$ cat src/rtl/hblank_pkg.sv
package hblank_pkg;

  // Rise/fall event pair from a single-bit input.
  typedef struct packed {
    logic rise;
    logic fall;
  } edge_t;

  localparam int unsigned NUM_SRC = 2;
  localparam int unsigned SRC_FLY = 0;
  localparam int unsigned SRC_REF = 1;

endpackage

$ cat src/rtl/hbl_edge_det.sv
module hbl_edge_det
  import hblank_pkg::*;
(
  input  logic  clk,
  input  logic  rst,
  input  logic  sig_i,
  output edge_t ev_o
);

  logic prev_q;

  always_ff @(posedge clk) begin
    if (rst) prev_q <= 1'b0;
    else     prev_q <= sig_i;
  end

  always_comb begin
    ev_o.rise = sig_i & ~prev_q;
    ev_o.fall = ~sig_i & prev_q;
  end

endmodule

$ cat src/rtl/hbl_line_meas.sv
module hbl_line_meas
  import hblank_pkg::*;
#(
  parameter int unsigned CNT_W = 11
) (
  input  logic             clk,
  input  logic             rst,
  input  edge_t            fly_ev_i,
  output logic [CNT_W-1:0] cnt_o,
  output logic [CNT_W-1:0] per_o,
  output logic [CNT_W-1:0] wid_o,
  output logic             valid_o
);

  localparam logic [CNT_W-1:0] CNT_MAX = '1;

  logic [CNT_W-1:0] cnt_q, per_q, wid_q, cnt_inc;
  logic             seen_q, valid_q;

  // Saturating count of edges since the last flyback rise.
  assign cnt_inc = (cnt_q == CNT_MAX) ? CNT_MAX : cnt_q + CNT_W'(1);

  always_ff @(posedge clk) begin
    if (rst) begin
      cnt_q   <= CNT_MAX;
      per_q   <= '0;
      wid_q   <= '0;
      seen_q  <= 1'b0;
      valid_q <= 1'b0;
    end else begin
      if (fly_ev_i.rise) begin
        cnt_q  <= '0;
        seen_q <= 1'b1;
        if (seen_q) begin
          per_q   <= cnt_inc;   // rise-to-rise period
          valid_q <= 1'b1;
        end
      end else begin
        cnt_q <= cnt_inc;
      end
      if (fly_ev_i.fall && seen_q) wid_q <= cnt_inc;  // pulse width
    end
  end

  assign cnt_o   = cnt_q;
  assign per_o   = per_q;
  assign wid_o   = wid_q;
  assign valid_o = valid_q;

endmodule

$ cat src/rtl/hbl_normal_gate.sv
module hbl_normal_gate #(
  parameter int unsigned CNT_W     = 11,
  parameter int unsigned CODE_W    = 4,
  parameter int unsigned BASE_LEAD = 40,
  parameter int unsigned LEAD_STEP = 2
) (
  input  logic              clk,
  input  logic              rst,
  input  logic [CNT_W-1:0]  cnt_i,
  input  logic [CNT_W-1:0]  per_i,
  input  logic [CNT_W-1:0]  wid_i,
  input  logic              valid_i,
  input  logic              fall_i,
  input  logic [CODE_W-1:0] code_i,
  output logic              ngate_o,
  output logic [CNT_W+1:0]  lead_o
);

  localparam int unsigned SUM_W = CNT_W + 2;

  logic [SUM_W-1:0] lead_w, centre_w, target_w;
  logic             hit;
  logic             ngate_q;

  // lead grows by LEAD_STEP per code step.
  // start count = period + half width - 1 - lead (clamped at 0).
  always_comb begin
    lead_w   = SUM_W'(BASE_LEAD) + SUM_W'(LEAD_STEP) * SUM_W'(code_i);
    centre_w = SUM_W'(per_i) + SUM_W'(wid_i >> 1);
    if (centre_w > lead_w) target_w = centre_w - lead_w - SUM_W'(1);
    else                   target_w = '0;
  end

  assign hit = valid_i && (SUM_W'(cnt_i) == target_w);

  // Held active from reset; the trailing edge wins over a start.
  always_ff @(posedge clk) begin
    if (rst)                   ngate_q <= 1'b1;
    else if (fall_i && valid_i) ngate_q <= 1'b0;
    else if (hit)               ngate_q <= 1'b1;
  end

  assign ngate_o = ngate_q;
  assign lead_o  = lead_w;

endmodule

$ cat src/rtl/hbl_wide_gate.sv
module hbl_wide_gate #(
  parameter int unsigned CNT_W     = 11,
  parameter int unsigned CODE_W    = 4,
  parameter int unsigned WIDE_STEP = 2,
  parameter int unsigned EXT_1FH   = 7,
  parameter int unsigned EXT_2FH   = 7
) (
  input  logic              clk,
  input  logic              rst,
  input  logic              ref_rise_i,
  input  logic              wide_en_i,
  input  logic [CODE_W-1:0] phase_i,
  input  logic              mode_2fh_i,
  input  logic [CNT_W+1:0]  lead_i,
  input  logic [CNT_W-1:0]  wid_i,
  output logic              wgate_o
);

  localparam int unsigned      SUM_W   = CNT_W + 2;
  localparam logic [CNT_W-1:0] CNT_MAX = '1;

  logic [CNT_W-1:0] hcnt_q;
  logic [SUM_W-1:0] ext_w, ph_w, span_w, end_w;
  logic             wgate_q;

  // margin per side chosen by line-rate mode; span covers the
  // expected normal blank plus both margins.
  always_comb begin
    ext_w  = mode_2fh_i ? SUM_W'(EXT_2FH) : SUM_W'(EXT_1FH);
    span_w = lead_i + SUM_W'(wid_i) - SUM_W'(wid_i >> 1) + (ext_w << 1);
    ph_w   = SUM_W'(WIDE_STEP) * SUM_W'(phase_i);
    end_w  = ph_w + span_w;
  end

  // Saturating count of edges since the oscillator reference rise.
  always_ff @(posedge clk) begin
    if (rst)                  hcnt_q <= CNT_MAX;
    else if (ref_rise_i)      hcnt_q <= '0;
    else if (hcnt_q != CNT_MAX) hcnt_q <= hcnt_q + CNT_W'(1);
  end

  always_ff @(posedge clk) begin
    if (rst)                              wgate_q <= 1'b0;
    else if (!wide_en_i)                  wgate_q <= 1'b0;
    else if (SUM_W'(hcnt_q) == ph_w)      wgate_q <= 1'b1;
    else if (SUM_W'(hcnt_q) == end_w)     wgate_q <= 1'b0;
  end

  assign wgate_o = wgate_q;

endmodule

$ cat src/rtl/hblank_gen.sv
module hblank_gen
  import hblank_pkg::*;
#(
  parameter int unsigned CNT_W     = 11,
  parameter int unsigned CODE_W    = 4,
  parameter int unsigned BASE_LEAD = 40,
  parameter int unsigned LEAD_STEP = 2,
  parameter int unsigned WIDE_STEP = 2,
  parameter int unsigned EXT_1FH   = 7,
  parameter int unsigned EXT_2FH   = 7
) (
  input  logic              clk,
  input  logic              rst,
  input  logic              flyback_i,
  input  logic              href_i,
  input  logic              mode_2fh_i,
  input  logic [CODE_W-1:0] start_code_i,
  input  logic              wide_en_i,
  input  logic [CODE_W-1:0] wide_phase_i,
  output logic              blank_o
);

  logic [NUM_SRC-1:0] raw;
  edge_t              ev [NUM_SRC];

  logic [CNT_W-1:0]   cnt, per, wid;
  logic [CNT_W+1:0]   lead;
  logic               meas_valid, ngate, wgate, blank_q;

  assign raw[SRC_FLY] = flyback_i;
  assign raw[SRC_REF] = href_i;

  for (genvar gi = 0; gi < NUM_SRC; gi++) begin : g_edge
    hbl_edge_det u_edge (
      .clk   (clk),
      .rst   (rst),
      .sig_i (raw[gi]),
      .ev_o  (ev[gi])
    );
  end

  hbl_line_meas #(.CNT_W(CNT_W)) u_meas (
    .clk      (clk),
    .rst      (rst),
    .fly_ev_i (ev[SRC_FLY]),
    .cnt_o    (cnt),
    .per_o    (per),
    .wid_o    (wid),
    .valid_o  (meas_valid)
  );

  hbl_normal_gate #(
    .CNT_W(CNT_W), .CODE_W(CODE_W),
    .BASE_LEAD(BASE_LEAD), .LEAD_STEP(LEAD_STEP)
  ) u_norm (
    .clk     (clk),
    .rst     (rst),
    .cnt_i   (cnt),
    .per_i   (per),
    .wid_i   (wid),
    .valid_i (meas_valid),
    .fall_i  (ev[SRC_FLY].fall),
    .code_i  (start_code_i),
    .ngate_o (ngate),
    .lead_o  (lead)
  );

  hbl_wide_gate #(
    .CNT_W(CNT_W), .CODE_W(CODE_W), .WIDE_STEP(WIDE_STEP),
    .EXT_1FH(EXT_1FH), .EXT_2FH(EXT_2FH)
  ) u_wide (
    .clk        (clk),
    .rst        (rst),
    .ref_rise_i (ev[SRC_REF].rise),
    .wide_en_i  (wide_en_i),
    .phase_i    (wide_phase_i),
    .mode_2fh_i (mode_2fh_i),
    .lead_i     (lead),
    .wid_i      (wid),
    .wgate_o    (wgate)
  );

  // registered merge of both gates and the unmeasured hold.
  always_ff @(posedge clk) begin
    if (rst) blank_q <= 1'b1;
    else     blank_q <= ~meas_valid | ngate | wgate;
  end

  assign blank_o = blank_q;

  // no measurement yet -> output stays active.
  p_hold_r1: assert property (@(posedge clk) disable iff (rst)
    !meas_valid |=> blank_o);

  // normal gate opening reaches the output one clock later.
  p_start_r3: assert property (@(posedge clk) disable iff (rst)
    $rose(ngate) |=> blank_o);

  // trailing flyback edge with no wide blank releases the output.
  p_end_r5: assert property (@(posedge clk) disable iff (rst)
    (ev[SRC_FLY].fall && meas_valid && !wide_en_i) |=> ##1 !blank_o);

  // wide disabled on two edges and normal gate closed -> output low.
  p_no_wide_r8: assert property (@(posedge clk) disable iff (rst)
    (!wide_en_i && $past(!wide_en_i) && !ngate && meas_valid) |=> !blank_o);

endmodule

$ cat config.mk
export PLATFORM = sky130hd
export DESIGN_NAME = hblank_gen
export DESIGN_NICKNAME = d
export VERILOG_FILES = /design/src/rtl/hblank_pkg.sv /design/src/rtl/hbl_edge_det.sv /design/src/rtl/hbl_line_meas.sv /design/src/rtl/hbl_normal_gate.sv /design/src/rtl/hbl_wide_gate.sv /design/src/rtl/hblank_gen.sv
export SDC_FILE = /design/constraint.sdc
export NUM_CORES = 1
export LEC_CHECK = 0
export BUFFER_PORTS_ARGS = -buffer_cell sky130_fd_sc_hd__buf_2
export CAP_MARGIN = 20
export CORE_MARGIN = 5
export CORE_UTILIZATION = 65
export DETAILED_ROUTE_END_ITERATION = 12
export PLACE_DENSITY = 0.93
export RECOVER_POWER = 100
export SYNTH_ARGS = -nofsm -noshare
export SYNTH_HDL_FRONTEND = slang
export SYNTH_SLANG_ARGS = --single-unit
export TNS_END_PERCENT = 10
$ cat constraint.sdc
create_clock -name clk -period 11.2 [get_ports clk]
set_clock_uncertainty 0.2 [all_clocks]
set_input_delay 1.12 -clock clk [delete_from_list [all_inputs] [get_ports clk]]
set_output_delay 1.12 -clock clk [all_outputs]
set_load 0.05 [all_outputs]
==> flow_summary_export.csv <==
group,metric,value,unit
setup_path,critPathBufInv,4,
sta,worst_slew_pin_slew,2.04,ns
synthesis,synthDistinctLibCells,66,
setup_path,rrSetupSlack,6.24,ns
floorplanning,io_pins,15,
floorplanning,fp-row-count,30,
sta,finalHoldViolCount,0,
setup_path,cp_max_fo,3,
pwr,switchingPower,211,uW
setup_path,crit_chain,"clkbuf_1 -> ha_1 -> inv_1 -> fa_1 -> xor2_1 -> ha_1 -> inv_1 -> fa_1 -> inv_1 -> fa_1 -> xor2_1 -> xnor2_1 -> or4_1 -> or4_1 -> a2111oi_0 -> o311ai_0 -> o21a_1",
route,wl,9960,um
placement,port_buffers,13,
clock_network,cts_repair_resize_count,0,
pwr,p_seq_share,36.0,%
setup_path,cp-start-kind,"input port",
sta,layout_setup_ws,5.63,ns
layout,layoutNonFillerInstCount,601,
setup_path,path_delay_family,"adder cells",
synthesis,synth_seq_cells,51,
placement,gp_congestion,0.908,
pwr,pwr_density_cell,128,mW/mm^2
outcome,outcome,"finished with violations",
synthesis,yosysSeqAreaShare,22.8,%
route,drc,0,
clock_network,clock_path_buffers,2,
layout,drive_gt1_share,5.95,%
floorplanning,die-area,0.00863,mm^2
floorplanning,die_h,92.9,um
grt,track_usage,24.7,%
worst_hold_path,hold_class,"flip-flop to flip-flop",
route,first_pass_iters,5,
grt,grt_max_degree,52,
clock_network,cts_sinks,51,
setup_path,required,11.22,ns
floorplanning,fp.dieW,92.9,um
synthesis,syn_area_per_cell,8.56,um^2
setup_path,cp-startpoint,"start_code_i[0]",
clock_network,htreeDepth,2,
job,maxCapViolCount,1,
outcome,violations,"max-capacitance violations, max-slew violations",
route,drt_iter0_drc,310,
layout,nets,596,
sta,layout_min_cycle_time,5.57,ns
pwr,p_leak,2.06,nW
worst_hold_path,worstHoldStart,"u_meas.seen_q$_SDFFE_PP0P_",
route,wl_per_cell,16.6,um
sta,slew_headroom,-36.1,%
layout,synthToLayoutAreaGrowth,4.51,%
sta,setup_viol,0,
synthesis,synthFlopType,"dfxtp_1",
synthesis,synth_top_cell_area_share,22.8,%
clock_network,tritoncts,"built",
setup_path,worstPathArrival,5.60,ns
placement,hpwlAfterDp,7430,um
synthesis,yosysTopAreaCell,"dfxtp_1",
sta,fin_crit_sh,49.8,%
grt,antenna_found_initial,0,
pwr,p_int,388,uW
sta,tns,0,ns
placement,dp_cells,592,
setup_path,cpMaxStageDelayCell,"fa_1",
grt,grt_pass1_vias,3718,
pwr,power_frac_clock,25.7,%
grt,gr-usage-met2,41.5,%
clock_network,clk_latency,0.31,ns
synthesis,synth_nets,598,
sta,drv_slew,52,
setup_path,end_kind,"flip-flop",
floorplanning,initial_core_util,66.1,%
synthesis,yosys-top-cells-area,"dfxtp_1 (23%), ha_1 (15%), xnor2_1 (6.7%)",
clock_network,hold_buffers,0,
grt,use_met3,3.66,%
synthesis,synth_area,0.00447,mm^2
sta,fmax,179,MHz
floorplanning,design.core.area,0.00676,mm^2
route,vias,3881,
setup_path,crit_type,"input port to flip-flop",
synthesis,ys_warn_count,0,
sta,rsz0062_at_grt,"no",
synthesis,async_flop_share,0,%
clock_network,root_buffer,"clkbuf_8",
pwr,combPwrFrac,38.3,%
grt,grt_pass1_wl,17500,um
pwr,peakVddDrop,84.2,uV
route,routed_via_density,6.46,
route,final_antenna_net_count,0,
layout,n_antenna_cell,0,
synthesis,synth_edf_count,0,
pwr,swShare,35.2,%
grt,grtUsageMet1,32.7,%
grt,busiest_layer,"met2",
synthesis,syn_inst,522,
setup_path,critPathMaxStageDelay,0.55,ns
clock_network,cts_made_buffers,5,
placement,place_ws,5.48,ns
grt,grt_overflow,0,
clock_network,cts_setup_buffers,0,
clock_network,clk_pin_slew_worst_paths,0.10,ns
setup_path,timing.rr.start,"u_meas.wid_o[1]$_SDFFE_PP0P_",
## cell usage in the layout (no fill, tap or decap), types with 6 or more instances in the layout
master and count:
nor2b_1 13, o21bai_1 27, ha_1 54, nand2_1 17, a211oi_1 23, nor2_1 41
and3_1 9, dfxtp_1 51, nor3_1 6, inv_1 42, fa_1 8, nand3_1 9
o21ai_0 18, xor2_1 22, buf_2 9, o21a_1 6, a21oi_1 21, a21o_1 17
xnor2_1 34
## logic make-up after synthesis
family / Yosys count / synth area share [%]
multiplexers: 3 / 0.672
AND/OR/NAND/NOR: 131 / 15.5
AO/OA/AOI/OAI: 152 / 24.6
buffers and inverters: 65 / 5.77
XOR/XNOR: 58 / 11.8
adder cells (fa/ha/maj): 62 / 18.7
flip-flops: 51 / 22.8
## final timing paths
kind                                 end  cells past startpoint
max          u_wide.wgate_o$_SDFFE_PP0P_                     17
min           u_meas.seen_q$_SDFFE_PP0P_                      2
max reg2reg  u_wide.wgate_o$_SDFFE_PP0P_                     16
min reg2reg   u_meas.seen_q$_SDFFE_PP0P_                      2
## final cells by class
| type | instances | area [um^2] |
|---|---|---|
| repair buffers | 14 | 71.3 |
| clock buffers | 5 | 68.8 |
| well taps | 80 | 100 |
| flip-flops and latches | 51 | 1020 |
| multi-input cells | 406 | 3180 |
| inverters | 42 | 158 |
| fillers | 502 | 2090 |
| clock inverters | 3 | 67.6 |
## registers in the layout (all words and copies together), names as in the netlist
name and count:
u_wide.hcnt_q 11, blank_o 1, u_meas.per_o 11, u_norm.ngate_o 1, g_edge.u_edge.prev_q 2, u_meas.wid_o 11
u_meas.seen_q 1, u_wide.wgate_o 1, u_meas.valid_o 1, u_meas.cnt_o 11
## layer usage
metal / wire length [um] / part of all wire (%) / vias to the layer above
met5: 0 / 0 / -
met4: 238 / 2.4 / 0
met3: 659 / 6.6 / 33
met2: 4730 / 47 / 157
met1: 4330 / 43 / 1821
li1: - / - / 1870
## metrics by stage
stage / util, % / power, mW / hold slack, ns / instance area [um^2]
final: 69.1 / 0.599 / 0.288 / 4670
after global routing: 69.1 / 0.636 / 0.303 / 4670
after CTS: 69.1 / 0.598 / 0.292 / 4670
after detailed placement: 67.1 / 0.439 / 0.269 / 4530
after global placement: 67.1 / 0.428 / 0.236 / 4530
after floorplan: - / 0.396 / 0.227 / 4470
## power groups by stage
stage / registers [mW] / clock network, mW / logic, mW
3_3_place_gp: 0.218 / 0 / 0.210
3_5_place_dp: 0.219 / 0 / 0.220
5_1_grt: 0.218 / 0.164 / 0.254
2_1_floorplan: 0.209 / 0 / 0.187
6_report: 0.216 / 0.154 / 0.230
4_1_cts: 0.215 / 0.157 / 0.226
## cells in the mapped netlist, types with 13 or more instances
| library cell | instances |
|---|---|
| a211oi_1 | 23 |
| a21o_1 | 17 |
| a21oi_1 | 21 |
| clkbuf_1 | 17 |
| dfxtp_1 | 51 |
| ha_1 | 54 |
| inv_1 | 42 |
| nand2_1 | 17 |
| nor2_1 | 41 |
| nor2b_1 | 13 |
| o21ai_0 | 18 |
| o21bai_1 | 27 |
| xnor2_1 | 34 |
| xor2_1 | 22 |
## worst reg2reg max path: stages, from the launching register on
cell	delay, ns
dfxtp_1	0.39
ha_1	0.19
inv_1	0.06
fa_1	0.41
xor2_1	0.19
ha_1	0.29
inv_1	0.05
fa_1	0.55
inv_1	0.08
fa_1	0.47
xor2_1	0.17
xnor2_1	0.12
or4_1	0.52
or4_1	0.52
a2111oi_0	0.28
o311ai_0	0.20
o21a_1	0.20
Power figures use the tool's default switching activity.
